### config.mk
export PLATFORM = sky130hd
export DESIGN_NAME = frz_ctrl
export DESIGN_NICKNAME = d
export VERILOG_FILES = /design/src/rtl/frz_pkg.sv /design/src/rtl/frz_state_reg.sv /design/src/rtl/frz_dbg_cfg.sv /design/src/rtl/frz_out_stage.sv /design/src/rtl/frz_ctrl.sv
export SDC_FILE = /design/constraint.sdc
export NUM_CORES = 1
export LEC_CHECK = 0
export ABC_AREA = 0
export ABC_CLOCK_PERIOD_IN_PS = 1300
export BUFFER_PORTS_ARGS = -buffer_cell sky130_fd_sc_hd__buf_2
export CAP_MARGIN = 0
export CORE_MARGIN = 2
export CORE_UTILIZATION = 45
export CTS_CLUSTER_DIAMETER = 150
export DETAILED_ROUTE_END_ITERATION = 12
export GPL_ROUTABILITY_DRIVEN = 1
export PLACE_DENSITY = 0.79
export SLEW_MARGIN = 20
export SYNTH_ARGS = -nofsm -noshare
export SYNTH_HDL_FRONTEND = slang
export SYNTH_HIERARCHICAL = 1
export SYNTH_SLANG_ARGS = --single-unit
### constraint.sdc
create_clock -name clk -period 1.3 [get_ports clk]
set_input_delay 0.26 -clock clk [delete_from_list [all_inputs] [get_ports clk]]
set_output_delay 0.26 -clock clk [all_outputs]
set_load 0.005 [all_outputs]
### src/rtl/frz_pkg.sv
// Shared constants for the freeze controller: source count and bit positions.
package frz_pkg;
    localparam int unsigned FRZ_NUM_SRC  = 8;
    localparam int unsigned FRZ_WAKE_TIM = 0;
    localparam int unsigned FRZ_TIM0     = 1;
    localparam int unsigned FRZ_RADIO    = 2;
    localparam int unsigned FRZ_WDOG     = 3;
    localparam int unsigned FRZ_USB      = 4;
    localparam int unsigned FRZ_DMA      = 5;
    localparam int unsigned FRZ_TIM1     = 6;
    localparam int unsigned FRZ_TIM2     = 7;
endpackage

### src/rtl/frz_state_reg.sv
// Stored freeze state with set/clear merge. Clear wins over set on the same bit.
// Assumes both strobes share one data bus. Synchronous active-low reset.
module frz_state_reg #(
    parameter int unsigned N = 8
) (
    input  logic         clk,
    input  logic         rst_n,
    input  logic         set_we,
    input  logic         clr_we,
    input  logic [N-1:0] wdata,
    output logic [N-1:0] state_nxt,
    output logic [N-1:0] state_q
);
    logic [N-1:0] set_mask;
    logic [N-1:0] clr_mask;

    // Purpose: form merge masks and the next state, with clear applied last.
    always_comb begin
        set_mask  = set_we ? wdata : '0;
        clr_mask  = clr_we ? wdata : '0;
        state_nxt = (state_q | set_mask) & ~clr_mask;
    end

    // Purpose: hold the freeze state.
    always_ff @(posedge clk) begin
        if (!rst_n) state_q <= '0;
        else        state_q <= state_nxt;
    end

    AST_SET_TAKES: assert property (@(posedge clk) disable iff (!rst_n)
        (set_we && !clr_we) |=> ((state_q & $past(wdata)) == $past(wdata)));
    AST_IDLE_HOLD: assert property (@(posedge clk) disable iff (!rst_n)
        (!set_we && !clr_we) |=> $stable(state_q));
    AST_CLR_WINS: assert property (@(posedge clk) disable iff (!rst_n)
        clr_we |=> ((state_q & $past(wdata)) == '0));
endmodule

### src/rtl/frz_dbg_cfg.sv
// Debug-freeze configuration bit. It resets to 1 and is loaded by its own strobe.
module frz_dbg_cfg (
    input  logic clk,
    input  logic rst_n,
    input  logic cfg_we,
    input  logic cfg_wdata,
    output logic dbg_frz_en
);
    // Purpose: hold the configuration bit.
    always_ff @(posedge clk) begin
        if (!rst_n)      dbg_frz_en <= 1'b1;
        else if (cfg_we) dbg_frz_en <= cfg_wdata;
    end

    AST_CFG_LOAD: assert property (@(posedge clk) disable iff (!rst_n)
        cfg_we |=> (dbg_frz_en == $past(cfg_wdata)));
endmodule

### src/rtl/frz_out_stage.sv
// Combines stored state, debug halt and watchdog mode into the registered freeze lines.
// One slice per source. The watchdog slice uses the halt-always / NMI-block variant.
module frz_out_stage #(
    parameter int unsigned N        = 8,
    parameter int unsigned WDOG_IDX = 3
) (
    input  logic         clk,
    input  logic         rst_n,
    input  logic [N-1:0] state_nxt,
    input  logic         dbg_halted,
    input  logic         dbg_frz_en,
    input  logic         wdog_nmi_mode,
    output logic [N-1:0] frz_q
);
    logic [N-1:0] frz_d;

    for (genvar i = 0; i < N; i++) begin : g_slice
        if (i == WDOG_IDX) begin : g_wdog
            // Purpose: a halt always freezes the watchdog; otherwise NMI mode blocks it.
            always_comb frz_d[i] = dbg_halted | (state_nxt[i] & ~wdog_nmi_mode);
        end else begin : g_plain
            // Purpose: a halt with the config bit set freezes this source; otherwise follow state.
            always_comb frz_d[i] = (dbg_halted & dbg_frz_en) | state_nxt[i];
        end
    end

    // Purpose: register the lines so they never glitch.
    always_ff @(posedge clk) begin
        if (!rst_n) frz_q <= '0;
        else        frz_q <= frz_d;
    end

    AST_HALT_ALL: assert property (@(posedge clk) disable iff (!rst_n)
        (dbg_halted && dbg_frz_en) |=> (frz_q == {N{1'b1}}));
    AST_HALT_WDOG: assert property (@(posedge clk) disable iff (!rst_n)
        dbg_halted |=> frz_q[WDOG_IDX]);
    AST_NMI_BLOCK: assert property (@(posedge clk) disable iff (!rst_n)
        (!dbg_halted && wdog_nmi_mode) |=> !frz_q[WDOG_IDX]);
endmodule

### src/rtl/frz_ctrl.sv
// Top of the peripheral freeze controller. It instantiates the state register,
// the debug configuration bit and the registered output stage.
module frz_ctrl
    import frz_pkg::*;
#(
    parameter int unsigned NUM_SRC  = FRZ_NUM_SRC,
    parameter int unsigned WDOG_IDX = FRZ_WDOG
) (
    input  logic               clk,
    input  logic               rst_n,
    input  logic               set_we,
    input  logic               clr_we,
    input  logic [NUM_SRC-1:0] wdata,
    output logic [NUM_SRC-1:0] rdata,
    input  logic               cfg_we,
    input  logic               cfg_wdata,
    input  logic               dbg_halted,
    input  logic               wdog_nmi_mode,
    output logic [NUM_SRC-1:0] frz_out
);
    logic [NUM_SRC-1:0] state_nxt;
    logic [NUM_SRC-1:0] state_q;
    logic               dbg_frz_en;

    frz_state_reg #(.N(NUM_SRC)) u_state (
        .clk(clk), .rst_n(rst_n), .set_we(set_we), .clr_we(clr_we),
        .wdata(wdata), .state_nxt(state_nxt), .state_q(state_q)
    );

    frz_dbg_cfg u_cfg (
        .clk(clk), .rst_n(rst_n), .cfg_we(cfg_we), .cfg_wdata(cfg_wdata),
        .dbg_frz_en(dbg_frz_en)
    );

    frz_out_stage #(.N(NUM_SRC), .WDOG_IDX(WDOG_IDX)) u_out (
        .clk(clk), .rst_n(rst_n), .state_nxt(state_nxt), .dbg_halted(dbg_halted),
        .dbg_frz_en(dbg_frz_en), .wdog_nmi_mode(wdog_nmi_mode), .frz_q(frz_out)
    );

    // Purpose: software readback of the stored state.
    always_comb rdata = state_q;

    AST_RDATA_TRACK: assert property (@(posedge clk) disable iff (!rst_n)
        (!dbg_halted && !wdog_nmi_mode) |=> (frz_out == rdata));
endmodule

### After elaboration in Yosys (flattened, before gate mapping)

Index checks and enable logic that the tools add are counted.
Widths: inputs -> output; s select.

* register bits after elaboration: 17
* input bits: 16
* output and inout bits: 16

* mux-type cells: 2
* bitwise gates (word level): 14

Operator list (number)
* $mux 8: 2
* $and 8x8->8: 1
* $not 8->8: 1
* $or 1x1->1: 8
* $or 8x8->8: 1
* $and 1x1->1: 2
* $not 1->1: 1

### Logic depth before layout (Yosys ltp)

* depth in word-level cells: 5
* depth in mapped cells: 5
* depth with buffers taken out: 4

### By module

The synthesis kept the hierarchy.

By module, submodules not included
* frz_state_reg: instances 1, cells an instance 36, area each 359.1 um^2, seq. area each 160.2 um^2
* frz_out_stage: instances 1, cells an instance 20, area each 242.7 um^2, seq. area each 160.2 um^2
* frz_dbg_cfg: instances 1, cells an instance 3, area each 33.8 um^2, seq. area each 20.0 um^2

### Least setup slack after synthesis

No wires, ideal clock.

* kind: input-to-reg
* start point: input port set_we
* end point: register u_out.frz_q[3]
* arrival time: 864 ps
* slack: 321 ps
* cell stages on the path: 5
* buffers on the path: 1
* path through: buf_4 -> a21oi_1 -> a21oi_1 -> nor2b_1 -> o21a_1

* cells in the longest elaborated chain, start to end: 5

Ends and longest elaborated chain
* from (decl): line frz_ctrl.sv:11 `input logic set_we,`
* $mux 8: line frz_state_reg.sv:19 `set_mask = set_we ? wdata : '0;`
* $or 8x8->8: line frz_state_reg.sv:21 `state_nxt = (state_q | set_mask) & ~clr_mask;`
* $and 8x8->8: line frz_state_reg.sv:21
* net state_nxt[3]: line frz_ctrl.sv:21 `logic [NUM_SRC-1:0] state_nxt;`
* $and 1x1->1: line frz_out_stage.sv:20 `always_comb frz_d[i] = dbg_halted | (state_nxt[i] & ~wdog_nmi_mode);`
* $or 1x1->1: line frz_out_stage.sv:20
* to (signal assigned): line frz_out_stage.sv:30 `else frz_q <= frz_d;`
* to (decl): line frz_out_stage.sv:13 `output logic [N-1:0] frz_q`

The timed path passes the listed nets, and every way through them passes these cells.
A chain may end at the register's enable or synchronous reset.

### Final worst setup path

* start point: register u_state.state_q[2]
* end point: output port rdata[2]

RTL lines
* from (decl): line frz_state_reg.sv:12 `output logic [N-1:0] state_q`
* from (signal assigned): line frz_state_reg.sv:27 `else state_q <= state_nxt;`
* to (decl): line frz_ctrl.sv:14 `output logic [NUM_SRC-1:0] rdata,`

No word-level cell between the ends.

==> impl_metrics.py <==
metrics = {
    "setup_path": {
        "r2r_end": "u_out/frz_q[3]",
        "rr_worst_depth": 4,
        "crit_chain": "buf_2",
        "cp-startpoint": "u_state/state_q[2]",
        "arrival_ns": 0.75,
        "slowest_delay_ns": 0.35,
        "worstPathMaxFanout": 2,
        "crit_path_top_delay_cell": "dfxtp_1",
        "crit_type": "reg -> out",
        "r2r-start": "u_state/state_q[3]",
        "cp.required_ns": 1.04,
        "path_depth": 1,
        "cp-endpoint": "rdata[2]",
        "critical_path.startpoint_type": "flip-flop",
        "endpoint_kind": "primary output",
        "path_delay_family": "flip-flops",
        "rrSetupSlack_ns": 0.38,
        "cp_num_buf_inv": 1,
    },
    "clocking": {
        "root_buffer": "clkbuf_4",
        "cts_made_buffers": 3,
        "cts_max_level": 1,
        "cts_tree": "built",
        "clock_latency_ns": 0.28,
        "clk_pin_slew_ns": 0.10,
        "cts_resized": 0,
        "ctsHoldBuffers": 0,
        "clockBufferDepth": 2,
        "cts_sinks": 17,
        "postCtsSetupBuffers": 0,
    },
    "floorplan": {
        "initial_core_util": 0.482,
        "die-area_um2": 1730,
        "io_pins": 32,
        "die_w_um": 41.6,
        "die_y_um": 41.6,
        "coreArea_um2": 1320,
        "num_rows": 13,
    },
    "yosys": {
        "synth_area_um2": 636,
        "postSynthCellCount": 59,
        "yosys_warnings": 6,
        "syn-num-nets": 75,
        "avgSynthCellArea_um2": 10.8,
        "synth_cell_type_count": 15,
        "synth_seq_cells": 17,
        "seq_area_frac_synth": 0.535,
    },
    "cells_and_area": {
        "num_antenna_cells": 0,
        "nets": 106,
        "nFillCells": 118,
        "drive_above_1_share": 0.438,
        "layout_commonest_cell": "buf_2",
        "final_cells": 104,
        "area_growth_pct": 24.6,
        "layout_common_cells": "buf_2 (31), dfxtp_1 (17), a21oi_1 (13)",
    },
    "placed_design": {
        "gp_congestion": 0.594,
        "port-buffer-count": 31,
        "dp_hpwl_um": 947,
        "dpl.cell_count": 100,
    },
    "worst_hold_path": {
        "hold_class": "in -> reg",
        "min_from": "wdata[4]",
    },
    "global_route": {
        "grt_usage": 0.148,
        "grt-ovfl-total": 0,
        "antenna_found_initial": 0,
        "grt_pass1_wl_um": 2010,
        "grt_max_degree": 17,
        "grt_pass1_vias": 477,
    },
    "sta": {
        "fin_tns_setup_ns": 0,
        "rsz0062_at_grt": "false",
        "fin_skew_ns": 0.00469,
        "worst_pin_slew_ns": 0.292,
        "setup_viol": 0,
        "slew_headroom": 0.805,
        "finalCriticalPeriod_ns": 1.01,
        "clock.fmax_mhz": 992,
        "hold_ws_ns": 0.185,
        "slew_viol_final": 0,
        "hold_viol": 0,
        "finalCritPeriodShare": 0.775,
    },
    "drt": {
        "firstDrtPassIters": 2,
        "dr_total_vias": 545,
        "drtIter0Drc": 3,
        "vias_per_cell": 5.24,
        "postRouteAntennaNets": 0,
        "wire_per_inst_um": 12.2,
        "wl_um": 1270,
        "drc": 0,
    },
    "power_and_ir_drop": {
        "power.ir.vdd_worst_v": 0.000682,
        "power.total_mw": 0.993,
        "p_per_area_nw_per_um2": 1250,
        "p_leak_nw": 0.365,
    },
    "status": {
        "status": "finished, final reports clean",
    },
    "run": {
        "cap_violations": 0,
    },
}
## cells in the mapped netlist
| cell type | n | area (um2) |
|---|---|---|
| buf_4 | 1 | 7.51 |
| dfxtp_1 | 17 | 340 |
| buf_6 | 1 | 11.3 |
| buf_2 | 2 | 10.0 |
| o21a_1 | 8 | 60.1 |
| a211oi_2 | 2 | 25.0 |
| buf_8 | 1 | 15.0 |
| mux2i_1 | 1 | 10.0 |
| a21oi_2 | 3 | 26.3 |
| a211oi_1 | 6 | 45.0 |
| inv_1 | 1 | 3.75 |
| nand2_1 | 1 | 3.75 |
| nor2b_1 | 1 | 6.26 |
| a21oi_1 | 13 | 65.1 |
| and2_1 | 1 | 6.26 |
## routing by layer
layer	wire length (um)	GRT usage	vias to the layer above
li1	-	-	275
met1	581	0.185	250
met2	610	0.250	18
met3	69	0.0261	2
met4	6	0.0581	0
met5	0	0	-
## cells by family after synthesis
family | Yosys count | share of synthesized area
AOI/OAI and AO/OA | 32 | 0.348
buffers and inverters | 6 | 0.0748
DFF | 17 | 0.535
muxes | 1 | 0.0157
and+or+nand+nor | 3 | 0.0256
## power by group
group,leakage [nW],switching (mW),total (mW),internal (mW)
registers,0.141,0.0120,0.568,0.556
logic,0.209,0.0790,0.151,0.0725
clock network,0.0150,0.154,0.273,0.119
total,0.365,0.245,0.993,0.747
## how the worst min path moves through the flow
stage / depth (start not counted) / end / slack (ns)
after floorplan: 1 / u_cfg/dbg_frz_en / 0.32
after global routing: 3 / u_cfg/dbg_frz_en / 0.19
final: 2 / u_state/state_q[4] / 0.18
after detailed placement: 2 / u_cfg/dbg_frz_en / 0.46
after CTS: 2 / u_state/state_q[4] / 0.18
after global placement: 2 / u_cfg/dbg_frz_en / 0.45
## registers in the layout (all words and copies together) (netlist names)
register and cells:
u_state/state_q 8, u_out/frz_q 8, u_cfg/dbg_frz_en 1
## through the flow
step | setup slack (ns) | utilization | instance area, um2
6_report | 0.292 | 0.601 | 792
5_1_grt | 0.255 | 0.601 | 792
4_1_cts | 0.285 | 0.601 | 792
3_5_place_dp | 0.230 | 0.581 | 766
3_3_place_gp | 0.263 | 0.581 | 766
2_1_floorplan | 0.321 | - | 636
## cell type report
type	count	area, um2	area share
Clock buffer	4	26.3	0.0332
Inverter	1	3.75	0.00474
Multi-Input combinational cell	36	248	0.313
Sequential cell	17	340	0.430
Tap cell	15	18.8	0.0237
Timing Repair Buffer	31	155	0.196
Power figures use the tool's default switching activity.
